File: config.mk
export PLATFORM = sky130hd
export DESIGN_NAME = hall_index_resync
export DESIGN_NICKNAME = d
export VERILOG_FILES = /design/src/rtl/hir_pkg.sv /design/src/rtl/hir_hall_cond.sv /design/src/rtl/hir_burst_det.sv /design/src/rtl/hir_divider.sv /design/src/rtl/hall_index_resync.sv
export SDC_FILE = /design/constraint.sdc
export NUM_CORES = 1
export LEC_CHECK = 0
export ABC_AREA = 1
export BUFFER_PORTS_ARGS = -buffer_cell sky130_fd_sc_hd__buf_2
export CORE_UTILIZATION = 50
export DETAILED_ROUTE_END_ITERATION = 16
export GPL_TIMING_DRIVEN = 0
export PLACE_DENSITY = 0.73
export SYNTH_ARGS = -nofsm -noshare
export SYNTH_HDL_FRONTEND = slang
export SYNTH_SLANG_ARGS = --single-unit
File: constraint.sdc
create_clock -name clk -period 2.5 [get_ports clk]
set_input_delay 0.125 -clock clk [delete_from_list [all_inputs] [get_ports clk]]
set_output_delay 0.125 -clock clk [all_outputs]
set_load 0.01 [all_outputs]
File: src/rtl/hir_pkg.sv
package hir_pkg;
  function automatic int cnt_bits(input int max_val);
    return (max_val < 2) ? 1 : $clog2(max_val + 1);
  endfunction
endpackage

File: src/rtl/hir_hall_cond.sv
module hir_hall_cond #(
  parameter int DEB_LEN = 16
) (
  input  logic clk,
  input  logic rst,
  input  logic hall_in,
  output logic hall_rise
);
  import hir_pkg::*;
  localparam int DW = cnt_bits(DEB_LEN);

  logic          s1, s2, stb, stb_d;
  logic [DW-1:0] run;

  always_ff @(posedge clk) begin
    if (rst) begin
      s1 <= 1'b0;
      s2 <= 1'b0;
      stb <= 1'b0;
      stb_d <= 1'b0;
      run <= '0;
    end else begin
      s1 <= hall_in;
      s2 <= s1;
      stb_d <= stb;
      if (s2 == stb) begin
        run <= '0;
      end else if (run == DW'(DEB_LEN - 1)) begin
        stb <= s2;
        run <= '0;
      end else begin
        run <= run + 1'b1;
      end
    end
  end

  assign hall_rise = stb & ~stb_d;


  stb_follows_chk: assert property (@(posedge clk) disable iff (rst)
    $rose(stb) |-> $past(s2));
endmodule

File: src/rtl/hir_burst_det.sv
module hir_burst_det #(
  parameter int LOW_MIN = 175000,
  parameter int LOW_MAX = 225000
) (
  input  logic clk,
  input  logic rst,
  input  logic rd_qual,
  input  logic on_ref,
  output logic hit
);
  import hir_pkg::*;
  localparam int CW = cnt_bits(LOW_MAX + 1);

  logic          r1, r2;
  logic [CW-1:0] low_len;

  always_ff @(posedge clk) begin
    if (rst) begin
      r1 <= 1'b1;
      r2 <= 1'b1;
      low_len <= '0;
      hit <= 1'b0;
    end else begin
      r1 <= rd_qual;
      r2 <= r1;
      if (!on_ref) begin
        low_len <= '0;
        hit <= 1'b0;
      end else if (!r2) begin
        if (low_len <= CW'(LOW_MAX)) low_len <= low_len + 1'b1;
        hit <= 1'b0;
      end else begin
        hit <= (low_len >= CW'(LOW_MIN)) && (low_len <= CW'(LOW_MAX));
        low_len <= '0;
      end
    end
  end


  hit_on_ref_chk: assert property (@(posedge clk) disable iff (rst)
    hit |-> $past(on_ref));

  hit_after_high_chk: assert property (@(posedge clk) disable iff (rst)
    hit |-> $past(r2));

  hit_isolated_chk: assert property (@(posedge clk) disable iff (rst)
    hit |=> !hit);
endmodule

File: src/rtl/hir_divider.sv
module hir_divider (
  input  logic clk,
  input  logic rst,
  input  logic hall_rise,
  input  logic resync,
  output logic div,
  output logic idx
);
  always_ff @(posedge clk) begin
    if (rst) begin
      div <= 1'b0;
      idx <= 1'b0;
    end else if (resync) begin
      div <= 1'b0;
      idx <= 1'b0;
    end else if (hall_rise) begin
      div <= ~div;
      idx <= ~div;
    end else begin
      idx <= 1'b0;
    end
  end


  idx_one_wide_chk: assert property (@(posedge clk) disable iff (rst)
    idx |=> !idx);

  idx_on_rise_chk: assert property (@(posedge clk) disable iff (rst)
    idx |-> (div && !$past(div)));

  resync_clears_chk: assert property (@(posedge clk) disable iff (rst)
    resync |=> !div);
endmodule

File: src/rtl/hall_index_resync.sv
module hall_index_resync #(
  parameter int DEB_LEN = 16,
  parameter int LOW_MIN = 175000,
  parameter int LOW_MAX = 225000
) (
  input  logic clk,
  input  logic rst,
  input  logic hall_in,
  input  logic rd_qual,
  input  logic on_ref,
  output logic index_pulse,
  output logic hall_div,
  output logic synced
);
  logic hall_rise, hit, ref_d, sync_q;

  hir_hall_cond #(.DEB_LEN(DEB_LEN)) u_hall (
    .clk(clk), .rst(rst), .hall_in(hall_in), .hall_rise(hall_rise));

  hir_burst_det #(.LOW_MIN(LOW_MIN), .LOW_MAX(LOW_MAX)) u_burst (
    .clk(clk), .rst(rst), .rd_qual(rd_qual), .on_ref(on_ref), .hit(hit));

  hir_divider u_div (
    .clk(clk), .rst(rst), .hall_rise(hall_rise), .resync(hit),
    .div(hall_div), .idx(index_pulse));

  always_ff @(posedge clk) begin
    if (rst) begin
      ref_d <= 1'b0;
      sync_q <= 1'b0;
    end else begin
      ref_d <= on_ref;
      if (hit) sync_q <= 1'b1;
      else if (ref_d && !on_ref) sync_q <= 1'b0;
    end
  end

  assign synced = sync_q;


  sync_set_chk: assert property (@(posedge clk) disable iff (rst)
    hit |=> synced);

  sync_drop_chk: assert property (@(posedge clk) disable iff (rst)
    (ref_d && !on_ref) |=> !synced);

  reset_chk: assert property (@(posedge clk)
    $past(rst) |-> (!index_pulse && !hall_div && !synced));
endmodule

==> impl_metrics.sql <==
INSERT INTO impl_metrics (metric_group, metric, value, unit) VALUES
('outcome', 'result_of_the_run', 'complete, no violations', ''),
('clock_network', 'postCtsHoldBufs', '2', ''),
('job', 'max_cap_viol_count', '0', ''),
('min_path', 'worstHoldStart', 'on_ref', ''),
('finish', 'final_layout_size_suffix_gt1_share', '11.1', '%'),
('grt', 'grt_overflow', '0', ''),
('power_and_ir_drop', 'vdd_drop_max', '337', 'uV'),
('die', 'fp.dieArea', '0.00383', 'mm^2'),
('synthesis', 'sequential_area_share_after_synthesis', '38.0', '%'),
('die', 'row_count', '21', ''),
('finish', 'flip_flop_count_of_the_largest_register_after_layout', '18', ''),
('setup_path', 'worstPathArrival', '1.99', 'ns'),
('route', 'drt_pass1_iterations', '4', ''),
('sta', 'timing_limited_maximum_frequency', '572', 'MHz'),
('placed_design', 'port-buffer-count', '7', ''),
('sta', 'slew_violations', '0', ''),
('synthesis', 'syn-mean-instance-area', '7.09', 'um^2'),
('min_path', 'timing.hold.worst.class', 'primary input to flop', ''),
('synthesis', 'post_synth_instance_area', '0.00179', 'mm^2'),
('sta', 'fin_worst_skew', '0.0149', 'ns'),
('die', 'die_x', '61.9', 'um'),
('synthesis', 'post-synth-top-area-fraction', '38.0', '%'),
('finish', 'highest_count_cells_in_the_layout_ignoring_fill_and_taps', 'sky130_fd_sc_hd__nand2_1, sky130_fd_sc_hd__dfxtp_1, sky130_fd_sc_hd__nor2_1, sky130_fd_sc_hd__nand3_1, sky130_fd_sc_hd__inv_1', ''),
('finish', 'nNetsFinal', '278', ''),
('finish', 'max_flop_register', 'u_burst.low_len', ''),
('route', 'vias_per_cell', '5.09', ''),
('clock_network', 'cts_setup_buffers', '0', ''),
('grt', 'grt_usage', '23.3', '%'),
('synthesis', 'synth-warning-count', '0', ''),
('sta', 'setup_viol', '0', ''),
('route', 'dr.first_iter.drc_count', '131', ''),
('route', 'wl_per_cell', '12.1', 'um'),
('finish', 'syn_to_final_growth', '9.84', '%'),
('setup_path', 'setup.worst_path.start', 'u_burst.low_len[0]$_SDFFE_PP0P_', ''),
('sta', 'hold_viol', '0', ''),
('route', 'vias', '1607', ''),
('clock_network', 'tritoncts', 'yes', ''),
('setup_path', 'crit_required', '2.74', 'ns'),
('finish', 'layout_top_registers', 'u_burst.low_len (18), u_hall.run (5)', ''),
('die', 'initial_utilization', '52.9', '%'),
('synthesis', 'synth.net_count', '262', ''),
('route', 'post-route-drc-count', '0', ''),
('die', 'die_height', '61.9', 'um'),
('placed_design', 'placed_wire_length_estimate_after_detailed_placement', '2820', 'um'),
('setup_path', 'path_cells', 'ha_1, nand3_1, nor2_1, nand3_1, xor2_1, a21oi_1, nor2_1', ''),
('synthesis', 'synth_area_leaders', 'sky130_fd_sc_hd__dfxtp_1, sky130_fd_sc_hd__nand2_1, sky130_fd_sc_hd__nand3_1', ''),
('power_and_ir_drop', 'p_leak', '0.699', 'nW'),
('sta', 'tightest_slew', '0.498', 'ns'),
('power_and_ir_drop', 'power.density_cell_area', '453', 'mW/mm^2'),
('synthesis', 'synth_largest_area_cell', 'sky130_fd_sc_hd__dfxtp_1', ''),
('grt', 'antenna_found_initial', '0', ''),
('setup_path', 'ff2ff_setup_slack', '0.75', 'ns'),
('die', 'placeableCoreArea', '0.00339', 'mm^2'),
('clock_network', 'clk_pin_slew_worst_paths', '0.12', 'ns'),
('sta', 'finalWorstPathRequiredPeriod', '1.75', 'ns'),
('sta', 'worst_setup_margin', '0.753', 'ns'),
('setup_path', 'cp_max_fo', '5', ''),
('placed_design', 'pre_cts_ws', '0.783', 'ns'),
('finish', 'final_antenna_diode_count', '0', ''),
('grt', 'grt_start_max_net_pins', '12', ''),
('setup_path', 'cp-end-kind', 'flop', ''),
('clock_network', 'cts_buffer_depth', '2', ''),
('clock_network', 'numClockSinks', '34', ''),
('finish', 'layout_commonest_cell', 'sky130_fd_sc_hd__nand2_1', ''),
('setup_path', 'slowest_delay', '0.44', 'ns'),
('synthesis', 'ys_ff_latch', '34', ''),
('sta', 'finalCritPeriodShare', '69.9', '%'),
('route', 'ant_nets', '0', ''),
('synthesis', 'post_synth_inst_count', '253', ''),
('sta', 'grt_setup_unrepaired', 'false', ''),
('die', 'ioPinCount', '8', '');
==> routing by layer <==
| metal | GRT usage [%] | routed length, um | part of all wire (%) |
|---|---|---|---|
| met2 | 39.9 | 1790 | 47 |
| met4 | 6.35 | 31 | 0.81 |
| met3 | 7.66 | 149 | 3.9 |
| met1 | 27.9 | 1840 | 48 |
| met5 | 0 | 0 | 0 |
==> cell type report <==
cell class                 count  area (um^2)
sequential                    34          681
buffer                         5         36.3
clock buffer                   6         51.3
clock inverter                 2         12.5
timing repair buffer           9         55.1
inverter                      31          116
multi-input combinational    183          960
tap                           46         57.6
fill                         316         1420
==> stage by stage <==
stage	hold WS [ns]	std cells	total power, W	util, %	cell area, um^2
2_1_floorplan	0.194	253	0.000569	-	1790
3_3_place_gp	0.312	306	0.000576	55.6	1890
5_1_grt	0.00410	316	0.000934	58.1	1970
3_5_place_dp	0.317	306	0.000576	55.6	1890
6_report	0.0170	316	0.000893	58.1	1970
4_1_cts	0.00668	316	0.000903	58.1	1970
==> logic make-up after synthesis <==
group | count (synthesis) | synth area share (%)
AOI/OAI and AO/OA | 35 | 10.3
xor gates and xnor gates | 13 | 6.35
adders and majority gates | 4 | 2.79
buffers and inverters | 36 | 8.51
DFF | 34 | 38.0
and+or+nand+nor | 131 | 34.1
==> Yosys cell counts <==
| library cell | instances |
|---|---|
| sky130_fd_sc_hd__xnor2_1 | 3 |
| sky130_fd_sc_hd__o21ai_0 | 4 |
| sky130_fd_sc_hd__xor2_1 | 10 |
| sky130_fd_sc_hd__inv_2 | 2 |
| sky130_fd_sc_hd__o211ai_1 | 1 |
| sky130_fd_sc_hd__nor2_1 | 30 |
| sky130_fd_sc_hd__nand2_1 | 51 |
| sky130_fd_sc_hd__nand3b_1 | 1 |
| sky130_fd_sc_hd__nor3b_1 | 1 |
| sky130_fd_sc_hd__or3_1 | 1 |
| sky130_fd_sc_hd__inv_1 | 28 |
| sky130_fd_sc_hd__nand4_1 | 5 |
| sky130_fd_sc_hd__ha_1 | 4 |
| sky130_fd_sc_hd__nor3_4 | 1 |
| sky130_fd_sc_hd__a211oi_1 | 1 |
| sky130_fd_sc_hd__dfxtp_1 | 34 |
| sky130_fd_sc_hd__nand2_4 | 2 |
| sky130_fd_sc_hd__nor3_1 | 3 |
| sky130_fd_sc_hd__a21oi_1 | 27 |
| sky130_fd_sc_hd__nand3_1 | 29 |
| sky130_fd_sc_hd__or2_2 | 2 |
| sky130_fd_sc_hd__clkinv_1 | 1 |
| sky130_fd_sc_hd__o21a_1 | 1 |
| sky130_fd_sc_hd__nor2_2 | 1 |
| sky130_fd_sc_hd__buf_2 | 2 |
| sky130_fd_sc_hd__a21boi_0 | 1 |
| sky130_fd_sc_hd__clkbuf_1 | 1 |
| sky130_fd_sc_hd__and2_1 | 1 |
| sky130_fd_sc_hd__nand3_4 | 1 |
| sky130_fd_sc_hd__nand2_2 | 2 |
| sky130_fd_sc_hd__buf_6 | 2 |
==> final timing paths <==
check / depth (start not counted) / to
max: 7 / u_burst.low_len[10]$_SDFFE_PP0P_
min: 3 / ref_d$_SDFF_PP0_
max reg2reg: 7 / u_burst.low_len[10]$_SDFFE_PP0P_
min reg2reg: 2 / u_hall.s2$_SDFF_PP0_
==> where the power goes <==
part	leakage [nW]	switching (W)	internal (W)
combinational	0.390	0.00000964	0.00000826
sequential	0.275	0.00000221	0.000546
clock	0.0343	0.000192	0.000135
==> critical path: cells and delay by family (launching register included) <==
family | cells | cell delay (ns)
and+or+nand+nor | 4 | 0.67
adders and majority gates | 1 | 0.23
AOI/OAI and AO/OA | 1 | 0.12
xor gates and xnor gates | 1 | 0.16
DFF | 1 | 0.44
Note: power is estimated with default switching activity, not from simulation.
